==> config.mk <==
export PLATFORM = sky130hd
export DESIGN_NAME = sdcmd_issue_engine
export DESIGN_NICKNAME = d
export VERILOG_FILES = /design/src/rtl/sdcmd_pkg.sv /design/src/rtl/sdcmd_rst_sync.sv /design/src/rtl/sdcmd_ctlword.sv /design/src/rtl/sdcmd_judge.sv /design/src/rtl/sdcmd_capture.sv /design/src/rtl/sdcmd_seq.sv /design/src/rtl/sdcmd_issue_engine.sv
export SDC_FILE = /design/constraint.sdc
export NUM_CORES = 1
export LEC_CHECK = 0
export BUFFER_PORTS_ARGS = -buffer_cell sky130_fd_sc_hd__buf_2
export CAP_MARGIN = 10
export CORE_ASPECT_RATIO = 2
export CORE_MARGIN = 1
export CORE_UTILIZATION = 30
export DETAILED_ROUTE_END_ITERATION = 6
export GPL_ROUTABILITY_DRIVEN = 1
export SLEW_MARGIN = 20
export SYNTH_ARGS = -nofsm -noshare
export SYNTH_HDL_FRONTEND = slang
export SYNTH_SLANG_ARGS = --single-unit
==> constraint.sdc <==
create_clock -name clk -period 9.2 [get_ports clk]
set_input_delay 0.92 -clock clk [delete_from_list [all_inputs] [get_ports clk]]
set_output_delay 0.92 -clock clk [all_outputs]
set_load 0.05 [all_outputs]
==> src/rtl/sdcmd_pkg.sv <==
package sdcmd_pkg;

  // Control word and status layout of the command path
  localparam int CTL_W        = 11;
  localparam int CLR_W        = 11;
  localparam int JST_W        = 4;
  localparam int CTL_RESP_BIT = 6;
  localparam int CTL_LONG_BIT = 7;
  localparam int CTL_EN_BIT   = 10;
  localparam int ST_CRC_BIT   = 0;
  localparam int ST_TMO_BIT   = 1;
  localparam int ST_END_BIT   = 2;
  localparam int ST_SENT_BIT  = 3;

  typedef struct packed {
    logic resp;
    logic long_rsp;
    logic app;
    logic nocrc;
  } cmd_flags_t;

  typedef enum logic [2:0] {
    S_IDLE,
    S_PREP,
    S_ISSUE,
    S_WAIT,
    S_STOP,
    S_JUDGE
  } seq_state_t;

  typedef enum logic [1:0] {
    V_RETRY,
    V_SUCC,
    V_HALT
  } verdict_t;

endpackage

==> src/rtl/sdcmd_rst_sync.sv <==
module sdcmd_rst_sync #(
  parameter int STAGES = 2
) (
  input  logic clk,
  input  logic rst_n,
  output logic rst_n_sync
);
  logic [STAGES-1:0] shift_q;

  always_ff @(posedge clk or negedge rst_n) begin
    if (!rst_n) shift_q <= '0;
    else        shift_q <= {shift_q[STAGES-2:0], 1'b1};
  end

  assign rst_n_sync = shift_q[STAGES-1];
endmodule

==> src/rtl/sdcmd_ctlword.sv <==
module sdcmd_ctlword
  import sdcmd_pkg::*;
#(
  parameter int IDX_W = 6
) (
  input  logic [IDX_W-1:0] idx,
  input  logic             want_rsp,
  input  logic             want_long,
  input  logic             start,
  output logic [CTL_W-1:0] word
);
  always_comb begin
    word = '0;
    if (start) begin
      word[IDX_W-1:0]    = idx;
      word[CTL_RESP_BIT] = want_rsp | want_long;
      word[CTL_LONG_BIT] = want_long;
      word[CTL_EN_BIT]   = 1'b1;
    end
  end
endmodule

==> src/rtl/sdcmd_judge.sv <==
module sdcmd_judge
  import sdcmd_pkg::*;
(
  input  logic [JST_W-1:0] status,
  input  logic             want_rsp,
  input  logic             skip_crc,
  input  logic             stuck,
  output verdict_t         verdict
);
  logic bad_rsp;

  assign bad_rsp = status[ST_CRC_BIT] | status[ST_TMO_BIT];

  always_comb begin
    verdict = V_RETRY;
    if (!stuck) begin
      if (want_rsp) begin
        if (bad_rsp) begin
          if (status[ST_CRC_BIT] && skip_crc) verdict = V_HALT;
        end else if (status[ST_END_BIT]) begin
          verdict = V_SUCC;
        end
      end else if (status[ST_SENT_BIT]) begin
        verdict = V_SUCC;
      end
    end
  end
endmodule

==> src/rtl/sdcmd_capture.sv <==
module sdcmd_capture #(
  parameter int DATA_W = 32,
  parameter int WORDS  = 4
) (
  input  logic                    clk,
  input  logic                    rst_n,
  input  logic                    cap_first,
  input  logic                    cap_rest,
  input  logic [WORDS*DATA_W-1:0] words_in,
  output logic [WORDS*DATA_W-1:0] words_q
);
  for (genvar k = 0; k < WORDS; k++) begin : g_word
    logic              en;
    logic [DATA_W-1:0] word_q;

    assign en = (k == 0) ? cap_first : cap_rest;

    always_ff @(posedge clk or negedge rst_n) begin
      if (!rst_n)  word_q <= '0;
      else if (en) word_q <= words_in[k*DATA_W +: DATA_W];
    end

    assign words_q[k*DATA_W +: DATA_W] = word_q;
  end
endmodule

==> src/rtl/sdcmd_seq.sv <==
module sdcmd_seq
  import sdcmd_pkg::*;
#(
  parameter int IDX_W      = 6,
  parameter int DATA_W     = 32,
  parameter int MAX_TRIES  = 6,
  parameter int WAIT_LIMIT = 32,
  parameter int APP_IDX    = 55
) (
  input  logic              clk,
  input  logic              rst_n,
  input  logic              req_valid,
  input  logic [IDX_W-1:0]  req_idx,
  input  logic [DATA_W-1:0] req_arg,
  input  cmd_flags_t        req_flags,
  input  logic [DATA_W-1:0] rca,
  input  logic              cp_active,
  input  verdict_t          verdict,
  output logic              busy,
  output logic              done,
  output logic              done_ok,
  output logic              clr_we,
  output logic              arg_we,
  output logic [DATA_W-1:0] arg_data,
  output logic              ctl_we,
  output logic              ctl_start,
  output logic [IDX_W-1:0]  cur_idx,
  output logic              cur_rsp,
  output logic              cur_long,
  output logic              cur_nocrc,
  output logic              stuck,
  output logic              cap_first,
  output logic              cap_rest
);
  localparam int TRY_W  = $clog2(MAX_TRIES + 1);
  localparam int WAIT_W = $clog2(WAIT_LIMIT + 1);
  localparam logic [TRY_W-1:0]  LAST_TRY  = TRY_W'(MAX_TRIES - 1);
  localparam logic [WAIT_W-1:0] LAST_WAIT = WAIT_W'(WAIT_LIMIT - 1);
  localparam logic [IDX_W-1:0]  APP_CODE  = IDX_W'(APP_IDX);

  seq_state_t        state_q, state_d;
  logic [IDX_W-1:0]  idx_q, idx_d;
  logic [DATA_W-1:0] arg_q, arg_d;
  logic [DATA_W-1:0] rca_q, rca_d;
  cmd_flags_t        flg_q, flg_d;
  logic              pre_q, pre_d;
  logic [TRY_W-1:0]  main_try_q, main_try_d;
  logic [TRY_W-1:0]  pre_try_q, pre_try_d;
  logic [WAIT_W-1:0] wait_q, wait_d;
  logic              stuck_q, stuck_d;
  logic              done_q, done_d;
  logic              ok_q, ok_d;

  // Fields of the command in flight: the prefix or the main command
  assign cur_idx   = pre_q ? APP_CODE : idx_q;
  assign cur_rsp   = pre_q | flg_q.resp | flg_q.long_rsp;
  assign cur_long  = ~pre_q & flg_q.long_rsp;
  assign cur_nocrc = ~pre_q & flg_q.nocrc;
  assign arg_data  = pre_q ? rca_q : arg_q;
  assign stuck     = stuck_q;
  assign busy      = (state_q != S_IDLE) | done_q;
  assign done      = done_q;
  assign done_ok   = ok_q;

  always_comb begin
    state_d    = state_q;
    idx_d      = idx_q;
    arg_d      = arg_q;
    rca_d      = rca_q;
    flg_d      = flg_q;
    pre_d      = pre_q;
    main_try_d = main_try_q;
    pre_try_d  = pre_try_q;
    wait_d     = wait_q;
    stuck_d    = stuck_q;
    done_d     = 1'b0;
    ok_d       = ok_q;
    clr_we     = 1'b0;
    arg_we     = 1'b0;
    ctl_we     = 1'b0;
    ctl_start  = 1'b0;
    cap_first  = 1'b0;
    cap_rest   = 1'b0;

    case (state_q)
      S_IDLE: begin
        if (req_valid && !done_q) begin
          idx_d      = req_idx;
          arg_d      = req_arg;
          rca_d      = rca;
          flg_d      = req_flags;
          pre_d      = req_flags.app;
          main_try_d = '0;
          pre_try_d  = '0;
          state_d    = S_PREP;
        end
      end
      S_PREP: begin
        clr_we  = 1'b1;
        arg_we  = 1'b1;
        stuck_d = 1'b0;
        state_d = S_ISSUE;
      end
      S_ISSUE: begin
        ctl_we    = 1'b1;
        ctl_start = 1'b1;
        wait_d    = '0;
        state_d   = S_WAIT;
      end
      S_WAIT: begin
        if (!cp_active) begin
          state_d = S_STOP;
        end else if (wait_q == LAST_WAIT) begin
          stuck_d = 1'b1;
          state_d = S_STOP;
        end else begin
          wait_d = wait_q + 1'b1;
        end
      end
      S_STOP: begin
        ctl_we  = 1'b1;
        state_d = S_JUDGE;
      end
      S_JUDGE: begin
        cap_first = cur_rsp & ~stuck_q;
        cap_rest  = cur_long & (verdict == V_SUCC);
        if (pre_q) begin
          if (verdict == V_SUCC) begin
            pre_d   = 1'b0;
            state_d = S_PREP;
          end else if (pre_try_q == LAST_TRY) begin
            ok_d    = 1'b0;
            done_d  = 1'b1;
            state_d = S_IDLE;
          end else begin
            pre_try_d = pre_try_q + 1'b1;
            state_d   = S_PREP;
          end
        end else begin
          if (verdict == V_SUCC) begin
            ok_d    = 1'b1;
            done_d  = 1'b1;
            state_d = S_IDLE;
          end else if (verdict == V_HALT || main_try_q == LAST_TRY) begin
            ok_d    = 1'b0;
            done_d  = 1'b1;
            state_d = S_IDLE;
          end else begin
            main_try_d = main_try_q + 1'b1;
            pre_d      = flg_q.app;
            pre_try_d  = '0;
            state_d    = S_PREP;
          end
        end
      end
      default: state_d = S_IDLE;
    endcase
  end

  always_ff @(posedge clk or negedge rst_n) begin
    if (!rst_n) begin
      state_q    <= S_IDLE;
      idx_q      <= '0;
      arg_q      <= '0;
      rca_q      <= '0;
      flg_q      <= '0;
      pre_q      <= 1'b0;
      main_try_q <= '0;
      pre_try_q  <= '0;
      wait_q     <= '0;
      stuck_q    <= 1'b0;
      done_q     <= 1'b0;
      ok_q       <= 1'b0;
    end else begin
      state_q    <= state_d;
      idx_q      <= idx_d;
      arg_q      <= arg_d;
      rca_q      <= rca_d;
      flg_q      <= flg_d;
      pre_q      <= pre_d;
      main_try_q <= main_try_d;
      pre_try_q  <= pre_try_d;
      wait_q     <= wait_d;
      stuck_q    <= stuck_d;
      done_q     <= done_d;
      ok_q       <= ok_d;
    end
  end
endmodule

==> src/rtl/sdcmd_issue_engine.sv <==
module sdcmd_issue_engine
  import sdcmd_pkg::*;
#(
  parameter int IDX_W      = 6,
  parameter int DATA_W     = 32,
  parameter int MAX_TRIES  = 6,
  parameter int WAIT_LIMIT = 32,
  parameter int APP_IDX    = 55
) (
  input  logic                clk,
  input  logic                rst_n,
  input  logic                req_valid,
  input  logic [IDX_W-1:0]    req_index,
  input  logic [DATA_W-1:0]   req_arg,
  input  logic                req_rsp,
  input  logic                req_long,
  input  logic                req_app,
  input  logic                req_nocrc,
  input  logic [DATA_W-1:0]   card_rca,
  output logic                busy,
  output logic                done,
  output logic                done_ok,
  output logic [4*DATA_W-1:0] rsp_data,
  output logic                cp_clr_we,
  output logic [CLR_W-1:0]    cp_clr_data,
  output logic                cp_arg_we,
  output logic [DATA_W-1:0]   cp_arg_data,
  output logic                cp_ctl_we,
  output logic [CTL_W-1:0]    cp_ctl_data,
  input  logic                cp_active,
  input  logic [JST_W-1:0]    cp_status,
  input  logic [4*DATA_W-1:0] cp_resp
);
  localparam int RSP_WORDS = 4;

  logic             rst_n_int;
  cmd_flags_t       flags;
  verdict_t         verdict;
  logic             ctl_start;
  logic [IDX_W-1:0] cur_idx;
  logic             cur_rsp;
  logic             cur_long;
  logic             cur_nocrc;
  logic             stuck;
  logic             cap_first;
  logic             cap_rest;

  assign flags       = '{resp: req_rsp, long_rsp: req_long, app: req_app, nocrc: req_nocrc};
  assign cp_clr_data = '1;

  sdcmd_rst_sync #(.STAGES(2)) u_rst (
    .clk        (clk),
    .rst_n      (rst_n),
    .rst_n_sync (rst_n_int)
  );

  sdcmd_seq #(
    .IDX_W      (IDX_W),
    .DATA_W     (DATA_W),
    .MAX_TRIES  (MAX_TRIES),
    .WAIT_LIMIT (WAIT_LIMIT),
    .APP_IDX    (APP_IDX)
  ) u_seq (
    .clk       (clk),
    .rst_n     (rst_n_int),
    .req_valid (req_valid),
    .req_idx   (req_index),
    .req_arg   (req_arg),
    .req_flags (flags),
    .rca       (card_rca),
    .cp_active (cp_active),
    .verdict   (verdict),
    .busy      (busy),
    .done      (done),
    .done_ok   (done_ok),
    .clr_we    (cp_clr_we),
    .arg_we    (cp_arg_we),
    .arg_data  (cp_arg_data),
    .ctl_we    (cp_ctl_we),
    .ctl_start (ctl_start),
    .cur_idx   (cur_idx),
    .cur_rsp   (cur_rsp),
    .cur_long  (cur_long),
    .cur_nocrc (cur_nocrc),
    .stuck     (stuck),
    .cap_first (cap_first),
    .cap_rest  (cap_rest)
  );

  sdcmd_ctlword #(.IDX_W(IDX_W)) u_ctl (
    .idx       (cur_idx),
    .want_rsp  (cur_rsp),
    .want_long (cur_long),
    .start     (ctl_start),
    .word      (cp_ctl_data)
  );

  sdcmd_judge u_judge (
    .status   (cp_status),
    .want_rsp (cur_rsp),
    .skip_crc (cur_nocrc),
    .stuck    (stuck),
    .verdict  (verdict)
  );

  sdcmd_capture #(.DATA_W(DATA_W), .WORDS(RSP_WORDS)) u_cap (
    .clk       (clk),
    .rst_n     (rst_n_int),
    .cap_first (cap_first),
    .cap_rest  (cap_rest),
    .words_in  (cp_resp),
    .words_q   (rsp_data)
  );
endmodule

======== Yosys cells after proc, flatten, opt, wreduce, memory -nomap -nowiden ========
Index checks and enable logic that the tools add are counted.
word-level totals
  register bits ........................... 223
  input port bits ......................... 210
  output and inout bits ................... 188
  word-level logic and storage cells ...... 133
cells by class
  add/sub/neg operators ................... 3
  equality and inequality tests ........... 22
  multiplexer cells ....................... 58
  bitwise operators ....................... 11
  reductions and logical operators ........ 19
operator list
  kind                                                   number
  two-way mux 3 bit                                      15
  two-way mux 32 bit                                     1
  two-way mux 1 bit                                      28
  two-way mux 6 bit                                      3
  one-hot mux 3 bit (6 select lines)                     1
  inequality test 2 bit, second input constant           7
  == test 3 bit, second input constant                   4
  one-hot mux 3 bit (2 select lines)                     2
  one-hot mux 6 bit (2 select lines)                     1
  AND reduction 5 bit                                    2
  two-way mux 2 bit                                      4
  two-way mux 8 bit                                      1
  adder 3 x 1 -> 3 bit, second input constant            2
  adder 6 x 1 -> 6 bit, second input constant            1
  == test 3 x 2 -> 1 bit, second input constant          2
  == test 6 x 5 -> 1 bit, second input constant          1
  inequality test 3 x 2 -> 1 bit, second input constant  2
  AND reduction 2 bit                                    3
  AND reduction 3 bit                                    2
  nonzero test 2 bit                                     3
  nonzero test 3 bit                                     2
  OR 1 bit                                               5
  AND 1 bit                                              4
  inequality test 2 x 1 -> 1 bit, second input constant  2
  12 further kinds                                       15

======== Depth between registers and ports, before layout ========
Gate-level depths: netlist (run 1).
  word-level depth ........................ 13
  depth in mapped cells ................... 9
  depth with buffers taken out ............ 7

======== Hierarchy ========
From an unflattened synthesis (run 1), not the netlist that was laid out.
unflattened totals
  cells, all modules ...................... 630
  area, all modules ....................... 9,801.9 µm²
modules (own cells, without submodules)
  module              times used  cells each  area an instance (µm²)  seq. area each (µm²)
  sdcmd_capture       1           271         4,952.2                 3,203.1
  sdcmd_seq           1           328         4,599.4                 2,327.2
  sdcmd_issue_engine  1           12          86.3                    0.0
  sdcmd_ctlword       1           12          77.6                    0.0
  sdcmd_rst_sync      1           3           53.8                    50.0
  sdcmd_judge         1           4           32.5                    0.0

======== Worst setup path before layout (run 1) ========
Ideal clock, no wire load.
  kind .................................... register -> output
  from .................................... register u_seq.state_q[2]
  to ...................................... output port cp_ctl_data[3]
  arrival time ............................ 2.137 ns
  required time ........................... 8.280 ns
  setup slack ............................. 6.143 ns
  cell stages (with the launch flop) ...... 6
  path buffers ............................ 2
  cell sequence ........................... dfrtp_1 > buf_2 > nor2b_1 > nand2_1 > clkbuf_1 > nor3b_1
on the way
  word-level cells in the longest chain between the ends .. 3
RTL lines
  item                    RTL line                  text
  from (decl)             sdcmd_seq.sv:41           seq_state_t state_q, state_d;
  from (signal assigned)  sdcmd_seq.sv:175          state_q <= state_d;
  == test 3 x 2 -> 1 bit  sdcmd_seq.sv:85           case (state_q)
  two-way mux 1 bit       sdcmd_seq.sv:85
  two-way mux 8 bit       sdcmd_ctlword.sv:14       if (start) begin
  to (decl)               sdcmd_issue_engine.sv:29  output logic [CTL_W-1:0] cp_ctl_data,
No other way between the ends.

======== Worst setup path in the final report (run 1) ========
Same ends and word-level chain as after synthesis.

==> flow_summary.yaml, run 1 <==
global_routing:
  grt_pass1_wl_um: 37170
  grt_usage_pct: 14.59
  grt_antenna_before_repair: 1
  grt_pass1_vias: 6931
  grt_max_degree: 76
  overflow: 0
clock_network:
  cts_resized: 0
  tritoncts: "built"
  cts.sinks: 223
  insertion_delay_ns: 0.52
  clockBufferDepth: 3
  cts_setup_buffers: 0
  h-tree-depth: 1
  cts_root_buf: "clkbuf_16"
  hold_buffers: 0
  cts_buffers: 22
  clk_pin_slew_ns: 0.06
route:
  drtAntennaViolNets: 0
  first_iter_violations: 287
  first_pass_iters: 4
  num_vias: 6962
  remaining_drc_errors: 0
  wire_per_inst_um: 15.82
  routed_via_density: 4.368
  routed_wl_um: 25220
setup_path:
  cp-startpoint: "u_seq.state_q[2]$_DFFE_PN0P_"
  r2r-start: "u_seq.state_q[0]$_DFFE_PN0P_"
  crit_type: "reg2out"
  path_max_fanout: 13
  regToRegEndpoint: "u_cap.g_word[3].word_q[11]$_DFFE_PN0P_"
  arrival_ns: 2.15
  reg2reg_depth: 6
  critPathLaunchType: "flip-flop"
  end_kind: "primary output"
  cp.required_ns: 8.28
  rrSetupSlack_ns: 6.15
  timing.critical_path.to: "cp_ctl_data[3]"
floorplan:
  die_y_um: 254.6
  placement_rows: 92
  die_area_um2: 32660
  coreArea_um2: 31430
  pin_count: 398
  die_x_um: 128.3
  start_util_pct: 30.45
layout:
  finalNetCount: 1372
  area_growth_pct: 30.25
  drive_gt1_share_pct: 50.43
power:
  irDropWorstVdd_v: 0.0001783
  p_leak_nw: 7.089
  power_density_nw_per_um2: 352.0
  total_power_mw: 4.387
sta:
  worst_clock_skew_ns: 0.01492
  final.period_utilization_pct: 33.38
  setup_viol: 0
  period_minus_slack_ns: 3.071
  slew_headroom_pct: 25.91
  rsz0062_at_grt: "no"
  clock.fmax_mhz: 325.6
  finalHoldViolCount: 0
  setup-tns-final_ns: 0
  worstMarginPinSlew_ns: 1.111
  slew_violations: 0
yosys:
  synthFlopType: "dfrtp_1"
  synth_edf_count: 0
  async_flop_share_pct: 100.0
  postSynthCellCount: 786
  avgSynthCellArea_um2: 12.18
  netlist-cell-type-count: 45
  synth.ff_latch_count: 223
  ys_warn_count: 0
  ys_seq_area_share_pct: 58.31
  syn-cell-area_um2: 9570
job:
  maxCapViolCount: 0
status:
  status: "finished, final reports clean"
worst_hold_path:
  hp-class: "in2async"
place:
  post-dp-hpwl_um: 18180
  gp_congestion: 0.7591
  port_buffers: 384
## cells by family after synthesis
group	share of synthesized area (%)
and+or+nand+nor	12.24
DFF	58.31
muxes	21.78
buffers and inverters	3.974
AOI/OAI and AO/OA	2.693
adders and majority gates	0.6537
xor gates and xnor gates	0.2746
other	0.07847
## final cells by class
cell class	instances	area (um^2)
antenna	1	2.502
clock buffer	35	660.6
clock inverter	2	12.51
fill	3148	18960
inverter	8	30.03
multi-input combinational	511	3671
sequential	223	5585
tap	423	529.3
timing repair buffer	391	1974
## critical path, cell delays in order, from the launching register on
cell and delay, ns:
dfrtp_1 0.50, nor2b_1 0.20, nand2_1 0.35, nor3b_1 0.29, buf_2 0.30
## routing by layer
layer,track usage [%],share of wire [%],vias up
li1,-,-,3309
met1,15.94,37,3378
met2,27.34,55,244
met3,2.727,5.6,31
met4,5.681,2.3,0
met5,0,0,-
## cell usage after synthesis (7+ instances only)
| master | count | area (um^2) |
|---|---|---|
| buf_6 | 10 | 112.6 |
| o21ai_0 | 18 | 90.09 |
| buf_2 | 7 | 35.03 |
| mux2_2 | 90 | 1013 |
| buf_1 | 7 | 26.28 |
| nand2_1 | 235 | 882.1 |
| inv_1 | 8 | 30.03 |
| dfrtp_1 | 223 | 5580 |
| mux2_4 | 70 | 1051 |
| buf_4 | 15 | 112.6 |
| nor2_1 | 20 | 75.07 |
| clkbuf_1 | 17 | 63.81 |
## per-stage QoR
step | cell area [um^2] | setup slack [ns] | cells | utilization [%] | hold slack, ns
6_report | 12470 | 6.129 | 1594 | 39.67 | 0.1779
5_1_grt | 12460 | 5.963 | 1593 | 39.66 | 0.1519
4_1_cts | 12460 | 6.081 | 1593 | 39.66 | 0.1500
3_5_place_dp | 11790 | 5.643 | 1556 | 37.52 | 0.3056
3_3_place_gp | 11790 | 5.707 | 1556 | 37.52 | 0.2936
2_1_floorplan | 9615 | 2.525 | 798 | - | 0.3312
## registers in the layout, indices dropped and copies added (netlist names)
register and count:
u_seq.pre_q 1, u_seq.flg_q 4, u_seq.rca_q 32, u_seq.main_try_q 3, u_seq.idx_q 6, u_rst.shift_q 2, u_seq.stuck 1, u_cap.g_word.word_q 128
u_seq.pre_try_q 3, u_seq.arg_q 32, u_seq.state_q 3, u_seq.done 1, u_seq.wait_q 6, u_seq.done_ok 1
## layout by cell type, fill, tap and decap left out, types with 2 or more instances in the layout
master	count
buf_2	384
mux2_4	70
clkbuf_1	8
nand2_1	235
mux2_2	90
nor3b_1	3
a41oi_1	2
nand3_1	4
clkbuf_8	4
dfrtp_1	221
a21oi_1	5
xnor2_1	2
nand3b_1	2
o21bai_1	2
o211a_1	2
nor2_1	20
inv_1	8
nor3_1	5
o21ai_0	18
conb_1	14
nand4_1	5
nor2b_1	2
mux2i_1	2
clkbuf_16	23
o31ai_1	3
buf_4	7
ha_1	5
## where the power goes
group / switching (mW) / internal [mW] / leakage (nW)
registers: 0.176 / 1.29 / 2.90
clock network: 0.370 / 0.490 / 0.326
logic: 1.46 / 0.600 / 3.86
## how the worst min path moves through the flow
stage                     cells after the start                                     end                        from
after floorplan                               0              u_rst.shift_q[1]$_DFF_PN0_  u_rst.shift_q[0]$_DFF_PN0_
after global placement                        0  u_cap.g_word[2].word_q[19]$_DFFE_PN0P_  u_rst.shift_q[1]$_DFF_PN0_
after detailed placement                      0  u_cap.g_word[2].word_q[19]$_DFFE_PN0P_  u_rst.shift_q[1]$_DFF_PN0_
after CTS                                     1              u_rst.shift_q[0]$_DFF_PN0_                       rst_n
after global routing                          1              u_rst.shift_q[0]$_DFF_PN0_                       rst_n
final                                         1              u_rst.shift_q[0]$_DFF_PN0_                       rst_n
No activity file was read; power rests on OpenSTA's default activity.
==> inputs of run 2 (changes only) <==
clock period = 2.55 ns   (was 9.2 ns; I/O delays follow)
==> run 2 against run 1 <==
Net effect:
- clock skew about the same
- non-clock buffer count increased by 215
- routed wire length increased by 11%
- clock power increased to 3.7 times the previous value
- sequential share of layout area decreased by 6.8 points
- total power increased to 3.7 times the previous value
- count of clock-buffer cells in the layout increased by 1
- combinational power increased to 3.8 times the previous value
- critical path type unchanged
==> flow_summary.yaml, run 2 (synthesis gave the netlist of run 1 again) <==
global_routing:
  grt_use_met1_pct: 16.81
  grt_usage_pct: 16.57
  gr-usage-met2_pct: 32.34
  top_usage_layer: "met2"
  grt_pass1_wl_um: 42860
  grt_antenna_before_repair: 2
  met3_usage_pct: 2.832
  grt_pass1_vias: 8471
  grt_max_degree: 96
  overflow: 0
layout:
  drive_gt1_share_pct: 43.55
  largest-register: "u_cap.g_word.word_q"
  area_growth_pct: 53.73
  largest_register_ffs: 128
  stdcell_area_um2: 14710
  largestRegisters: "u_cap.g_word.word_q: 128 flops, u_seq.arg_q: 32 flops, u_seq.rca_q: 32 flops"
  mostFrequentLayoutCell: "buf_2"
  final_cell_mix: "buf_2, nand2_1, dfrtp_1"
  num-fill-cells: 2817
  instances_no_fill: 1811
  postLayoutCoreUtil_pct: 46.82
  finalNetCount: 1587
power:
  p_seq_share_pct: 32.6
  p_int_mw: 8.969
  p_sw_share_pct: 45.02
  power_density_nw_per_um2: 1109
  p_switching_mw: 7.345
  total_power_mw: 16.31
  p_leak_nw: 8.050
  clockPowerShare_pct: 19.5
  irDropWorstVdd_v: 0.0008587
  pwr-share-comb_pct: 47.9
clock_network:
  cts.sinks: 223
  clockBufferDepth: 3
  cts_root_buf: "clkbuf_16"
  cts_buffers: 22
  tritoncts: "built"
  clk_pin_slew_ns: 0.06
  insertion_delay_ns: 0.52
  h-tree-depth: 1
setup_path:
  cpPeakStageDelay_ns: 0.49
  crit_chain: "nor2b_1 > nand2_2 > nor3b_1 > buf_2"
  cp.required_ns: 2.30
  crit_type: "reg2out"
  path_max_fanout: 13
  crit_slowest_cell: "dfrtp_1"
  end_kind: "primary output"
  rrSetupSlack_ns: 0.42
  arrival_ns: 2.06
  critPathLaunchType: "flip-flop"
sta:
  setup_viol: 0
  final.period_utilization_pct: 90.75
  whs_ns: 0.06638
  finalHoldViolCount: 0
  rsz0062_at_grt: "no"
  slew_headroom_pct: 52.28
  slew_violations: 0
  timing.final.ws_setup_ns: 0.2359
  worstMarginPinSlew_ns: 0.7158
  period_minus_slack_ns: 2.314
  worst_clock_skew_ns: 0.01509
  clock.fmax_mhz: 432.1
  setup-tns-final_ns: 0
floorplan:
  die_x_um: 128.3
  placement_rows: 92
  die_y_um: 254.6
  start_util_pct: 30.45
  pin_count: 398
  die_area_um2: 32660
  coreArea_um2: 31430
route:
  drtAntennaViolNets: 0
  first_iter_violations: 253
  first_pass_iters: 5
  num_vias: 7922
  routed_wl_um: 27930
  remaining_drc_errors: 0
  routed_via_density: 4.374
  wire_per_inst_um: 15.42
place:
  dp.cells: 1569
  port_buffers: 384
  dpl-instance-area_um2: 11990
  gp_congestion: 0.8053
  post-place-ws_ns: 0.4257
  post-dp-hpwl_um: 18880
status:
  status: "finished, final reports clean"
worst_hold_path:
  hp-class: "in2async"
job:
  maxCapViolCount: 0
run 2: changes by cell type in the layout (fill, tap and decap cells not counted), sizes merged:
cell	previous run	this run
buf	391	404
bufinv	0	1
clkinv	1	2
clkbuf	35	36
clkinvlp	1	0
dlygate4sd3	0	202
run 2: per-layer routing:
layer	share of wire [%]	routed length, um
met5	0	0
met3	4.9	1380
met4	3.2	900
met2	56	15570
met1	36	10070
run 2: worst paths after layout:
kind	startpoint	end	depth (start not counted)
min in group clk	req_app	u_seq.flg_q[1]$_DFFE_PN0P_	3
max	u_seq.state_q[2]$_DFFE_PN0P_	cp_ctl_data[7]	4
max reg2reg	u_seq.state_q[1]$_DFFE_PN0P_	u_cap.g_word[1].word_q[11]$_DFFE_PN0P_	6
min reg2reg	u_rst.shift_q[0]$_DFF_PN0_	u_rst.shift_q[1]$_DFF_PN0_	0
min	rst_n	u_rst.shift_q[1]$_DFF_PN0_	2
max in group asynchronous	u_rst.shift_q[1]$_DFF_PN0_	u_seq.pre_q$_DFFE_PN0P_	1
run 2: timing repair:
action	CTS	global route
endpoints found under the hold margin	203	0
gates resized for setup	0	2
hold buffers	202	0
endpoints found under the setup margin	0	3
setup buffers	0	0
run 2: final cells by class:
| type | instances | area (um^2) | area share (%) |
|---|---|---|---|
| repair buffers | 606 | 4198 | 28.53 |
| multi-input cells | 511 | 3674 | 24.97 |
| flip-flops and latches | 223 | 5585 | 37.96 |
| diodes | 1 | 2.502 | 0.01701 |
| clock buffers | 36 | 654.4 | 4.448 |
| well taps | 423 | 529.3 | 3.597 |
| clock inverters | 3 | 40.04 | 0.2721 |
| inverters | 8 | 30.03 | 0.2041 |
run 2: power groups by stage:
stage               clock (mW)  combinational [mW]  sequential (mW)
finish                    3.17                7.82             5.32
global route              3.43                8.27             5.47
CTS                       3.31                7.84             5.31
detailed placement           0                7.57             5.37
global placement             0                7.50             5.33
floorplan                    0                4.03             7.10
run 2: critical path, delay by kind of cell, from the launching register on:
| family | cells | cell delay, ns |
|---|---|---|
| flops | 1 | 0.49 |
| buf+inv | 1 | 0.31 |
| simple gates | 3 | 0.75 |
